File: src/rtl/eth_txs_pkg.sv
package eth_txs_pkg;
  typedef enum logic [2:0] {
    ST_IDLE,
    ST_SEND,
    ST_JAM,
    ST_HBW,
    ST_HALT
  } txs_state_e;

  typedef struct packed {
    logic un;
    logic csl;
    logic rl;
    logic lc;
    logic hb;
  } txs_stat_t;
endpackage

File: src/rtl/eth_txs_cnt.sv
module eth_txs_cnt #(
  parameter int W = 8
) (
  input  logic         clk_i,
  input  logic         rst_ni,
  input  logic         clr_i,
  input  logic         inc_i,
  output logic [W-1:0] cnt_o
);
  always_ff @(posedge clk_i or negedge rst_ni) begin
    if (!rst_ni)                      cnt_o <= '0;
    else if (clr_i)                   cnt_o <= '0;
    else if (inc_i && (cnt_o != '1))  cnt_o <= cnt_o + 1'b1;
  end
endmodule

File: src/rtl/eth_txs_evt.sv
module eth_txs_evt (
  input  logic clk_i,
  input  logic rst_ni,
  input  logic set_i,
  input  logic clr_i,
  input  logic mask_i,
  output logic evt_o,
  output logic irq_o
);
  // set wins over a simultaneous clear
  always_ff @(posedge clk_i or negedge rst_ni) begin
    if (!rst_ni) evt_o <= 1'b0;
    else         evt_o <= (evt_o & ~clr_i) | set_i;
  end

  assign irq_o = evt_o & mask_i;
endmodule

File: src/rtl/eth_txs_fsm.sv
module eth_txs_fsm
  import eth_txs_pkg::*;
#(
  parameter int CNT_W     = 8,
  parameter int RETRY_W   = 4,
  parameter int HB_WIN    = 20,
  parameter int JAM_BYTES = 4,
  localparam int HB_W     = $clog2(HB_WIN + 1)
) (
  input  logic               clk_i,
  input  logic               rst_ni,
  input  logic               tx_active_i,
  input  logic               byte_tick_i,
  input  logic               fifo_empty_i,
  input  logic               crs_i,
  input  logic               col_i,
  input  logic [RETRY_W-1:0] retry_cnt_i,
  input  logic [RETRY_W-1:0] retry_lim_i,
  input  logic [CNT_W-1:0]   late_win_i,
  input  logic               hb_en_i,
  input  logic               restart_i,
  input  logic [CNT_W-1:0]   byte_cnt_i,
  input  logic [HB_W-1:0]    hb_cnt_i,
  output logic               byte_clr_o,
  output logic               byte_inc_o,
  output logic               hb_clr_o,
  output logic               hb_inc_o,
  output logic               force_bad_crc_o,
  output logic               abort_o,
  output logic               desc_wr_o,
  output txs_stat_t          stat_o,
  output logic               evt_set_o,
  output logic               halted_o
);
  localparam logic [CNT_W-1:0] JAM_LAST = CNT_W'(JAM_BYTES - 1);
  localparam logic [HB_W-1:0]  HB_LAST  = HB_W'(HB_WIN - 1);

  txs_state_e state_q, state_d;
  logic       csl_q, csl_d;
  logic       close_c, fatal_c;
  txs_stat_t  stat_c;

  always_comb begin
    state_d    = state_q;
    csl_d      = csl_q;
    close_c    = 1'b0;
    fatal_c    = 1'b0;
    stat_c     = '0;
    byte_clr_o = 1'b0;
    unique case (state_q)
      ST_IDLE: begin
        byte_clr_o = 1'b1;
        csl_d      = 1'b0;
        if (tx_active_i) state_d = ST_SEND;
      end
      ST_SEND: begin
        if (!crs_i) csl_d = 1'b1;
        if (col_i) begin
          if (byte_cnt_i >= late_win_i) begin
            close_c   = 1'b1;
            fatal_c   = 1'b1;
            stat_c.lc = 1'b1;
            state_d   = ST_HALT;
          end else if (retry_cnt_i >= retry_lim_i) begin
            close_c   = 1'b1;
            fatal_c   = 1'b1;
            stat_c.rl = 1'b1;
            state_d   = ST_HALT;
          end else begin
            state_d = ST_IDLE;  // serializer retries after backoff
          end
        end else if (byte_tick_i && fifo_empty_i) begin
          byte_clr_o = 1'b1;    // counter reused for the 32 jam bits
          state_d    = ST_JAM;
        end else if (!tx_active_i) begin
          if (hb_en_i) begin
            state_d = ST_HBW;
          end else begin
            close_c    = 1'b1;
            stat_c.csl = csl_q | ~crs_i;
            state_d    = ST_IDLE;
          end
        end
      end
      ST_JAM: begin
        if (byte_tick_i && (byte_cnt_i == JAM_LAST)) begin
          close_c   = 1'b1;
          fatal_c   = 1'b1;
          stat_c.un = 1'b1;
          state_d   = ST_HALT;
        end
      end
      ST_HBW: begin
        if (col_i) begin
          close_c    = 1'b1;
          stat_c.csl = csl_q;
          state_d    = ST_IDLE;
        end else if (hb_cnt_i == HB_LAST) begin
          close_c    = 1'b1;
          stat_c.csl = csl_q;
          stat_c.hb  = 1'b1;
          state_d    = ST_IDLE;
        end
      end
      ST_HALT: begin
        if (restart_i) state_d = ST_IDLE;
      end
      default: state_d = ST_IDLE;
    endcase
  end

  always_ff @(posedge clk_i or negedge rst_ni) begin
    if (!rst_ni) begin
      state_q   <= ST_IDLE;
      csl_q     <= 1'b0;
      desc_wr_o <= 1'b0;
      stat_o    <= '0;
      abort_o   <= 1'b0;
    end else begin
      state_q   <= state_d;
      csl_q     <= csl_d;
      desc_wr_o <= close_c;
      stat_o    <= stat_c;
      abort_o   <= fatal_c;
    end
  end

  assign byte_inc_o      = byte_tick_i & ((state_q == ST_SEND) | (state_q == ST_JAM));
  assign hb_inc_o        = (state_q == ST_HBW);
  assign hb_clr_o        = (state_q != ST_HBW);
  assign evt_set_o       = close_c & (|stat_c);
  assign force_bad_crc_o = (state_q == ST_JAM);
  assign halted_o        = (state_q == ST_HALT);
endmodule

File: src/rtl/eth_tx_err_sup.sv
module eth_tx_err_sup
  import eth_txs_pkg::*;
#(
  parameter int CNT_W     = 8,
  parameter int RETRY_W   = 4,
  parameter int HB_WIN    = 20,
  parameter int JAM_BYTES = 4
) (
  input  logic               clk_i,
  input  logic               rst_ni,
  input  logic               tx_active_i,
  input  logic               byte_tick_i,
  input  logic               fifo_empty_i,
  input  logic               crs_i,
  input  logic               col_i,
  input  logic [RETRY_W-1:0] retry_cnt_i,
  input  logic [RETRY_W-1:0] retry_lim_i,
  input  logic [CNT_W-1:0]   late_win_i,
  input  logic               hb_en_i,
  input  logic               restart_i,
  input  logic               evt_clr_i,
  input  logic               evt_mask_i,
  output logic               force_bad_crc_o,
  output logic               abort_o,
  output logic               desc_wr_o,
  output logic               desc_un_o,
  output logic               desc_csl_o,
  output logic               desc_rl_o,
  output logic               desc_lc_o,
  output logic               desc_hb_o,
  output logic               txe_evt_o,
  output logic               txe_irq_o,
  output logic               halted_o
);
  localparam int HB_W = $clog2(HB_WIN + 1);

  logic [CNT_W-1:0] byte_cnt;
  logic [HB_W-1:0]  hb_cnt;
  logic             byte_clr, byte_inc, hb_clr, hb_inc, evt_set;
  txs_stat_t        stat;

  eth_txs_cnt #(.W(CNT_W)) u_byte_cnt (
    .clk_i (clk_i), .rst_ni(rst_ni),
    .clr_i (byte_clr), .inc_i(byte_inc), .cnt_o(byte_cnt)
  );

  eth_txs_cnt #(.W(HB_W)) u_hb_cnt (
    .clk_i (clk_i), .rst_ni(rst_ni),
    .clr_i (hb_clr), .inc_i(hb_inc), .cnt_o(hb_cnt)
  );

  eth_txs_fsm #(
    .CNT_W(CNT_W), .RETRY_W(RETRY_W), .HB_WIN(HB_WIN), .JAM_BYTES(JAM_BYTES)
  ) u_fsm (
    .clk_i           (clk_i),
    .rst_ni          (rst_ni),
    .tx_active_i     (tx_active_i),
    .byte_tick_i     (byte_tick_i),
    .fifo_empty_i    (fifo_empty_i),
    .crs_i           (crs_i),
    .col_i           (col_i),
    .retry_cnt_i     (retry_cnt_i),
    .retry_lim_i     (retry_lim_i),
    .late_win_i      (late_win_i),
    .hb_en_i         (hb_en_i),
    .restart_i       (restart_i),
    .byte_cnt_i      (byte_cnt),
    .hb_cnt_i        (hb_cnt),
    .byte_clr_o      (byte_clr),
    .byte_inc_o      (byte_inc),
    .hb_clr_o        (hb_clr),
    .hb_inc_o        (hb_inc),
    .force_bad_crc_o (force_bad_crc_o),
    .abort_o         (abort_o),
    .desc_wr_o       (desc_wr_o),
    .stat_o          (stat),
    .evt_set_o       (evt_set),
    .halted_o        (halted_o)
  );

  eth_txs_evt u_evt (
    .clk_i (clk_i), .rst_ni(rst_ni),
    .set_i (evt_set), .clr_i(evt_clr_i), .mask_i(evt_mask_i),
    .evt_o (txe_evt_o), .irq_o(txe_irq_o)
  );

  assign desc_un_o  = stat.un;
  assign desc_csl_o = stat.csl;
  assign desc_rl_o  = stat.rl;
  assign desc_lc_o  = stat.lc;
  assign desc_hb_o  = stat.hb;
endmodule

File: config.mk
export PLATFORM = sky130hd
export DESIGN_NAME = eth_tx_err_sup
export DESIGN_NICKNAME = d
export VERILOG_FILES = /design/src/rtl/eth_txs_pkg.sv /design/src/rtl/eth_txs_cnt.sv /design/src/rtl/eth_txs_evt.sv /design/src/rtl/eth_txs_fsm.sv /design/src/rtl/eth_tx_err_sup.sv
export SDC_FILE = /design/constraint.sdc
export NUM_CORES = 1
export LEC_CHECK = 0
export BUFFER_PORTS_ARGS = -buffer_cell sky130_fd_sc_hd__buf_4
export CAP_MARGIN = 20
export CORE_MARGIN = 2
export CORE_UTILIZATION = 53
export DETAILED_ROUTE_END_ITERATION = 10
export PLACE_DENSITY = 0.8
export RECOVER_POWER = 100
export SYNTH_ARGS = -nofsm -noshare
export SYNTH_HDL_FRONTEND = slang
export SYNTH_SLANG_ARGS = --single-unit
File: constraint.sdc
create_clock -name clk_i -period 2.7 [get_ports clk_i]
set_input_delay 0.135 -clock clk_i [delete_from_list [all_inputs] [get_ports clk_i]]
set_output_delay 0.135 -clock clk_i [all_outputs]
set_load 0.02 [all_outputs]
=== Word-level counts from Yosys, hierarchy flattened ===
Cells that the tools add are included.

* Output and inout bits: 11
* Input port bits: 27
* Bits in registers: 25

* $lt $le $gt $ge: 2
* Add/sub/neg operators: 2
* Equal/unequal tests: 15
* Muxes and demuxes: 47
* Bitwise operators: 9
* Reductions and logical operators: 11

{| class="wikitable"
|+ Operator list
! operator !! count
|-
| 3-bit two-way mux || 10
|-
| 1-bit two-way mux || 24
|-
| 8-bit two-way mux || 2
|-
| 3-bit one-hot mux with 5 select lines || 1
|-
| 5-bit two-way mux || 2
|-
| 8-bit by 1-bit adder with 8-bit output (second input constant) || 1
|-
| 8-bit by 2-bit == test with 1-bit output (second input constant) || 1
|-
| 8-bit greater-or-equal comparator || 1
|-
| 8-bit inequality test (second input constant) || 1
|-
| 1-bit one-hot mux with 2 select lines || 4
|-
| 3-bit by 2-bit == test with 1-bit output (second input constant) || 2
|-
| 2-bit two-way mux || 3
|-
| 2-bit inequality test (second input constant) || 3
|-
| 3-bit by 2-bit inequality test with 1-bit output (second input constant) || 2
|-
| 2-bit nonzero test || 3
|-
| 5-bit by 1-bit adder with 5-bit output (second input constant) || 1
|-
| 5-bit == test (second input constant) || 1
|-
| 5-bit inequality test (second input constant) || 1
|-
| 5-bit AND reduction || 1
|-
| 5-bit OR reduction || 1
|-
| 1-bit AND || 4
|-
| 4-bit greater-or-equal comparator || 1
|-
| 1-bit logical AND || 4
|-
| 4-bit by 3-bit inequality test with 1-bit output (second input constant) || 1
|-
| other kinds (8) || 11
|}

=== Depth between registers and ports, before layout ===
* Depth after elaboration: 10
* Gate-level depth with buffers: 7
* Mapped depth without buffers: 7

=== Hierarchy ===
From an unflattened synthesis, not the netlist that was laid out.

* Cells, all modules: 185
* Area total of the unflattened synthesis: 1711.6 um^2

{| class="wikitable"
|+ Modules (own cells, without submodules)
! module !! cells an instance !! instances !! sequential area each (um^2) !! area each (um^2)
|-
| eth_txs_fsm || 109 || 1 || 275.3 || 955.9
|-
| eth_txs_cnt at u_byte_cnt || 49 || 1 || 200.2 || 464.2
|-
| eth_txs_cnt at u_hb_cnt || 23 || 1 || 125.1 || 249.0
|-
| eth_txs_evt || 4 || 1 || 25.0 || 42.5
|}

=== Worst setup path after synthesis ===
No wires, ideal clock.

* Path kind: register to register
* Start point: register u_byte_cnt.cnt_o[0]
* End point: register u_evt.evt_o
* Slack: 0.486 ns
* Buffers on the path: 0
* Library setup time: 0.139 ns
* Cell stages (with the launch flop): 8
* Clock period less this slack: 2.214 ns
* Arrival time: 2.076 ns
* Data required time: 2.561 ns
* Cell sequence: dfrtp_1 > inv_1 > ha_1 > nand2b_4 > a2111o_1 > a221oi_2 > o211ai_2 > or4_1

* Word-level cells in the longest chain between the ends: 7
* Elaborated cells on any way between the ends: 15
* Those cells by class: order compare (1); eq/ne (1); mux (9); bitwise (2); reduce/logical (2)

{| class="wikitable"
|+ Ends and longest elaborated chain
! item !! line !! text
|-
| from (decl) || eth_txs_cnt.sv:8 || <nowiki>output logic [W-1:0] cnt_o</nowiki>
|-
| from (signal assigned) || eth_txs_cnt.sv:13 || <nowiki>else if (inc_i && (cnt_o != '1)) cnt_o <= cnt_o + 1'b1;</nowiki>
|-
| 8-bit greater-or-equal comparator or 8-bit by 2-bit == test with 1-bit output (tied branches) || eth_txs_fsm.sv:59, eth_txs_fsm.sv:86 ||
|-
| 1-bit two-way mux or 1-bit logical AND (tied branches) || eth_txs_fsm.sv:59, eth_txs_fsm.sv:86 ||
|-
| 2-bit two-way mux or 1-bit two-way mux (tied branches) || eth_txs_fsm.sv:58, eth_txs_fsm.sv:86 ||
|-
| 2-bit two-way mux or 1-bit two-way mux (tied branches) || eth_txs_fsm.sv:50 || <nowiki>unique case (state_q)</nowiki>
|-
| 5-bit OR reduction || eth_txs_fsm.sv:131 || <nowiki>assign evt_set_o = close_c & (|stat_c);</nowiki>
|-
| 1-bit AND (*) || eth_txs_fsm.sv:131 ||
|-
| 1-bit OR (*) || eth_txs_evt.sv:13 || <nowiki>else evt_o <= (evt_o & ~clr_i) | set_i;</nowiki>
|-
| to (signal assigned) || eth_txs_evt.sv:13 ||
|-
| to (decl) || eth_txs_evt.sv:7 || <nowiki>output logic evt_o,</nowiki>
|}

Every way passes the cells marked *; elsewhere a longest branch is shown, timed or not.
A chain may end at the register's enable or synchronous reset.

=== Worst setup path after layout ===
Ends and elaborated chain as after synthesis.

==> out/qor.csv <==
metric,value,unit
"commonest cells after routing, fill and taps aside","buf_4 (25), dfrtp_1 (25), nor2_1 (20), inv_1 (18), ha_1 (15)",
final max-slew violation count,0,
endpoints failing setup,0,
Post-CTS Resized,0,
1st-iter DRT viols,33,
CP endpoint kind,flop,
detailed-route vias per instance,5.73,
syn_nets,208,
Die ar.,0.00341,mm²
initial antenna violation count,0,
max-cap violation count,0,
DR WL/cell,14.1,µm
HP Start,col_i,
global-route wire length before repair,5.75,mm
highest-delay cell along the critical path,or4_1,
final WL,3.34,mm
Fmax,421,MHz
Mapped Cells,166,
#FFs+latches synth,25,
Max IR drop VDD,492,µV
yosys warns,0,
post-synth top area share,0.399,
Worst Path Buf+Inv,1,
"Avg Cell Area, Syn",9.44,µm²
Synth area leaders,"dfrtp_1 (40%), ha_1 (12%), nor2_1 (4.8%), inv_1 (4.3%), xnor2_1 (2.8%)",
vias in the first global route,1331,
RSZ-0062 raised after global routing,no,
share of layout cells above drive strength 1,0.146,
Worst path top cell family by delay,compound AO/OA/AOI/OAI gates,
"non-filler cells, final",236,
Yosys top cell by area,dfrtp_1,
CTS tree,yes,
synth unique cells,43,
row cnt,19,
gpl congestion,0.803,
number of CTS-inserted buffers,3,
DP Wirelength,2.67,mm
Sinks on Clock Net,25,
core area,0.00278,mm²
crit-path max cell delay,480,ps
CP Class,flop to flop,
Fill cells,244,
Clock Latency Late Sink,310,ps
Final Skew,4.38,ps
Root Buffer,clkbuf_4,
worst endpoint data arrival time,2580,ps
final period utilization,0.879,
Starting Density,0.564,
Final TNS setup,0,ps
worst-margin pin slew,1340,ps
Mapped Area,0.00157,mm²
power per cell area,611,mW/mm²
Die W,58.4,µm
num ports,38,
critical-path cell list,inv_1 > ha_1 > nand2b_1 > a2111o_1 > a221oi_2 > o211ai_1 > or4_1,
antenna-violating nets left,0,
GRT overflow,0,
Final Hold Vio Count,0,
largest net degree at the start of global routing,26,
Vias,1352,
H-tree levels,1,
PortBufs,37,
leakage power,0.916,nW
Worst Hold Class,primary input to flop,
status,completed,
dpl cells,231,
ant diodes,0,
"CTS clk-pin slew, worst paths",130,ps
Startpoint Class,flop,
sequential share of the synthesized area,0.399,
Critical Path Start,u_byte_cnt.cnt_o[0],
# nets final,248,
Setup WS pre-CTS,337,ps
DRC,0,
CP Max Fanout,3,
Final min period,2370,ps
Detailed Routing Iterations Pass 1,4,
hold_ws,25.4,ps
Rel. slew slack,0.109,
Die Y-Extent,58.4,µm
worst r2r src,u_byte_cnt.cnt_o[0],
slack of the critical path,327,ps
Area Overhead vs Synth,18.0,%
GRT Total Usage,0.219,
Longest Clk Path Bufs,2,
critical path required time,2900,ps
-- stage by stage --
stage,power (mW),area (µm²),utilization
after global routing,1.22,1850,0.665
after floorplan,0.846,1570,-
after CTS,1.17,1910,0.686
final,1.13,1850,0.665
after global placement,0.976,1870,0.673
after detailed placement,1.00,1870,0.673
-- final cells by class --
class                   instances  area [µm²]  area share
multi-input cells             120         850       0.459
flip-flops and latches         25         626       0.338
well taps                      31        38.8      0.0210
inverters                      18        67.6      0.0365
clock buffers                   4        26.3      0.0142
repair buffers                 38         243       0.131
-- registers in the layout, summed over array words and instances (netlist names) --
name and cells:
u_fsm.desc_wr_o 1, u_byte_cnt.cnt_o 8, u_fsm.abort_o 1, u_hb_cnt.cnt_o 5, u_fsm.csl_q 1, u_fsm.state_q 3
u_evt.evt_o 1, u_fsm.stat_o 5
-- report_power, final --
part           total, mW  switching (mW)  internal (mW)
Combinational      0.440           0.251          0.189
Sequential         0.524          0.0920          0.432
Clock              0.166           0.108         0.0577
Total               1.13           0.451          0.679
-- path summary, 6_finish.rpt --
| check | end | slack [ps] | cells past startpoint |
|---|---|---|---|
| worst max-delay path | u_evt.evt_o | 330 | 7 |
| worst min-delay path | u_fsm.stat_o[0] | 30 | 2 |
| worst max register to register | u_evt.evt_o | 330 | 7 |
| worst min register to register | u_fsm.csl_q | 540 | 1 |
| max in group asynchronous | u_byte_cnt.cnt_o[5] | 1300 | 2 |
| min in group asynchronous | u_fsm.stat_o[2] | 630 | 2 |
-- synth_stat cells (all sizes together) --
library cell and instances:
nand4 2, nor3 4, nor2 20, mux2i 3, a211oi 1, nor4 2, nand2b 2, nor4b 1
a31oi 1, or2 2, o32a 1, a221oi 1, ha 15, nand4b 1, and3 1, nor3b 1
xnor2 5, o211ai 4, or3 2, nand3 8, nand3b 1, o31ai 1, clkbuf 2, a2111o 1
a21oi 5, o21a 2, buf 1, nor4bb 2, mux2 1, nand2 9, inv 18, a2111oi 1
a2bb2oi 1, nand4bb 1, o21ai 6, nor2b 6, and2 1, xor2 4, dfrtp 25, or4 1
-- repair_timing --
action                     CTS  global route
setup endpoints to repair    0             0
buffers inserted             0             0
hold buffers                 1             0
hold endpoints to repair    25             0
-- routing by layer --
layer  vias up  global-route usage  wire [µm]
met3         6              0.0374        173
met5         -                   0          0
met1       638               0.280       1470
met4         0              0.0698         41
li1        663                   -          -
met2        45               0.377       1650
-- logic make-up after synthesis --
| kind of cell | Yosys count | synth area share |
|---|---|---|
| fa+ha+maj | 15 | 0.120 |
| buf+inv | 21 | 0.0511 |
| simple gates | 67 | 0.230 |
| mux | 4 | 0.0263 |
| compound gates | 25 | 0.124 |
| flops | 25 | 0.399 |
| xor+xnor | 9 | 0.0503 |
Power figures use the tool's default switching activity.
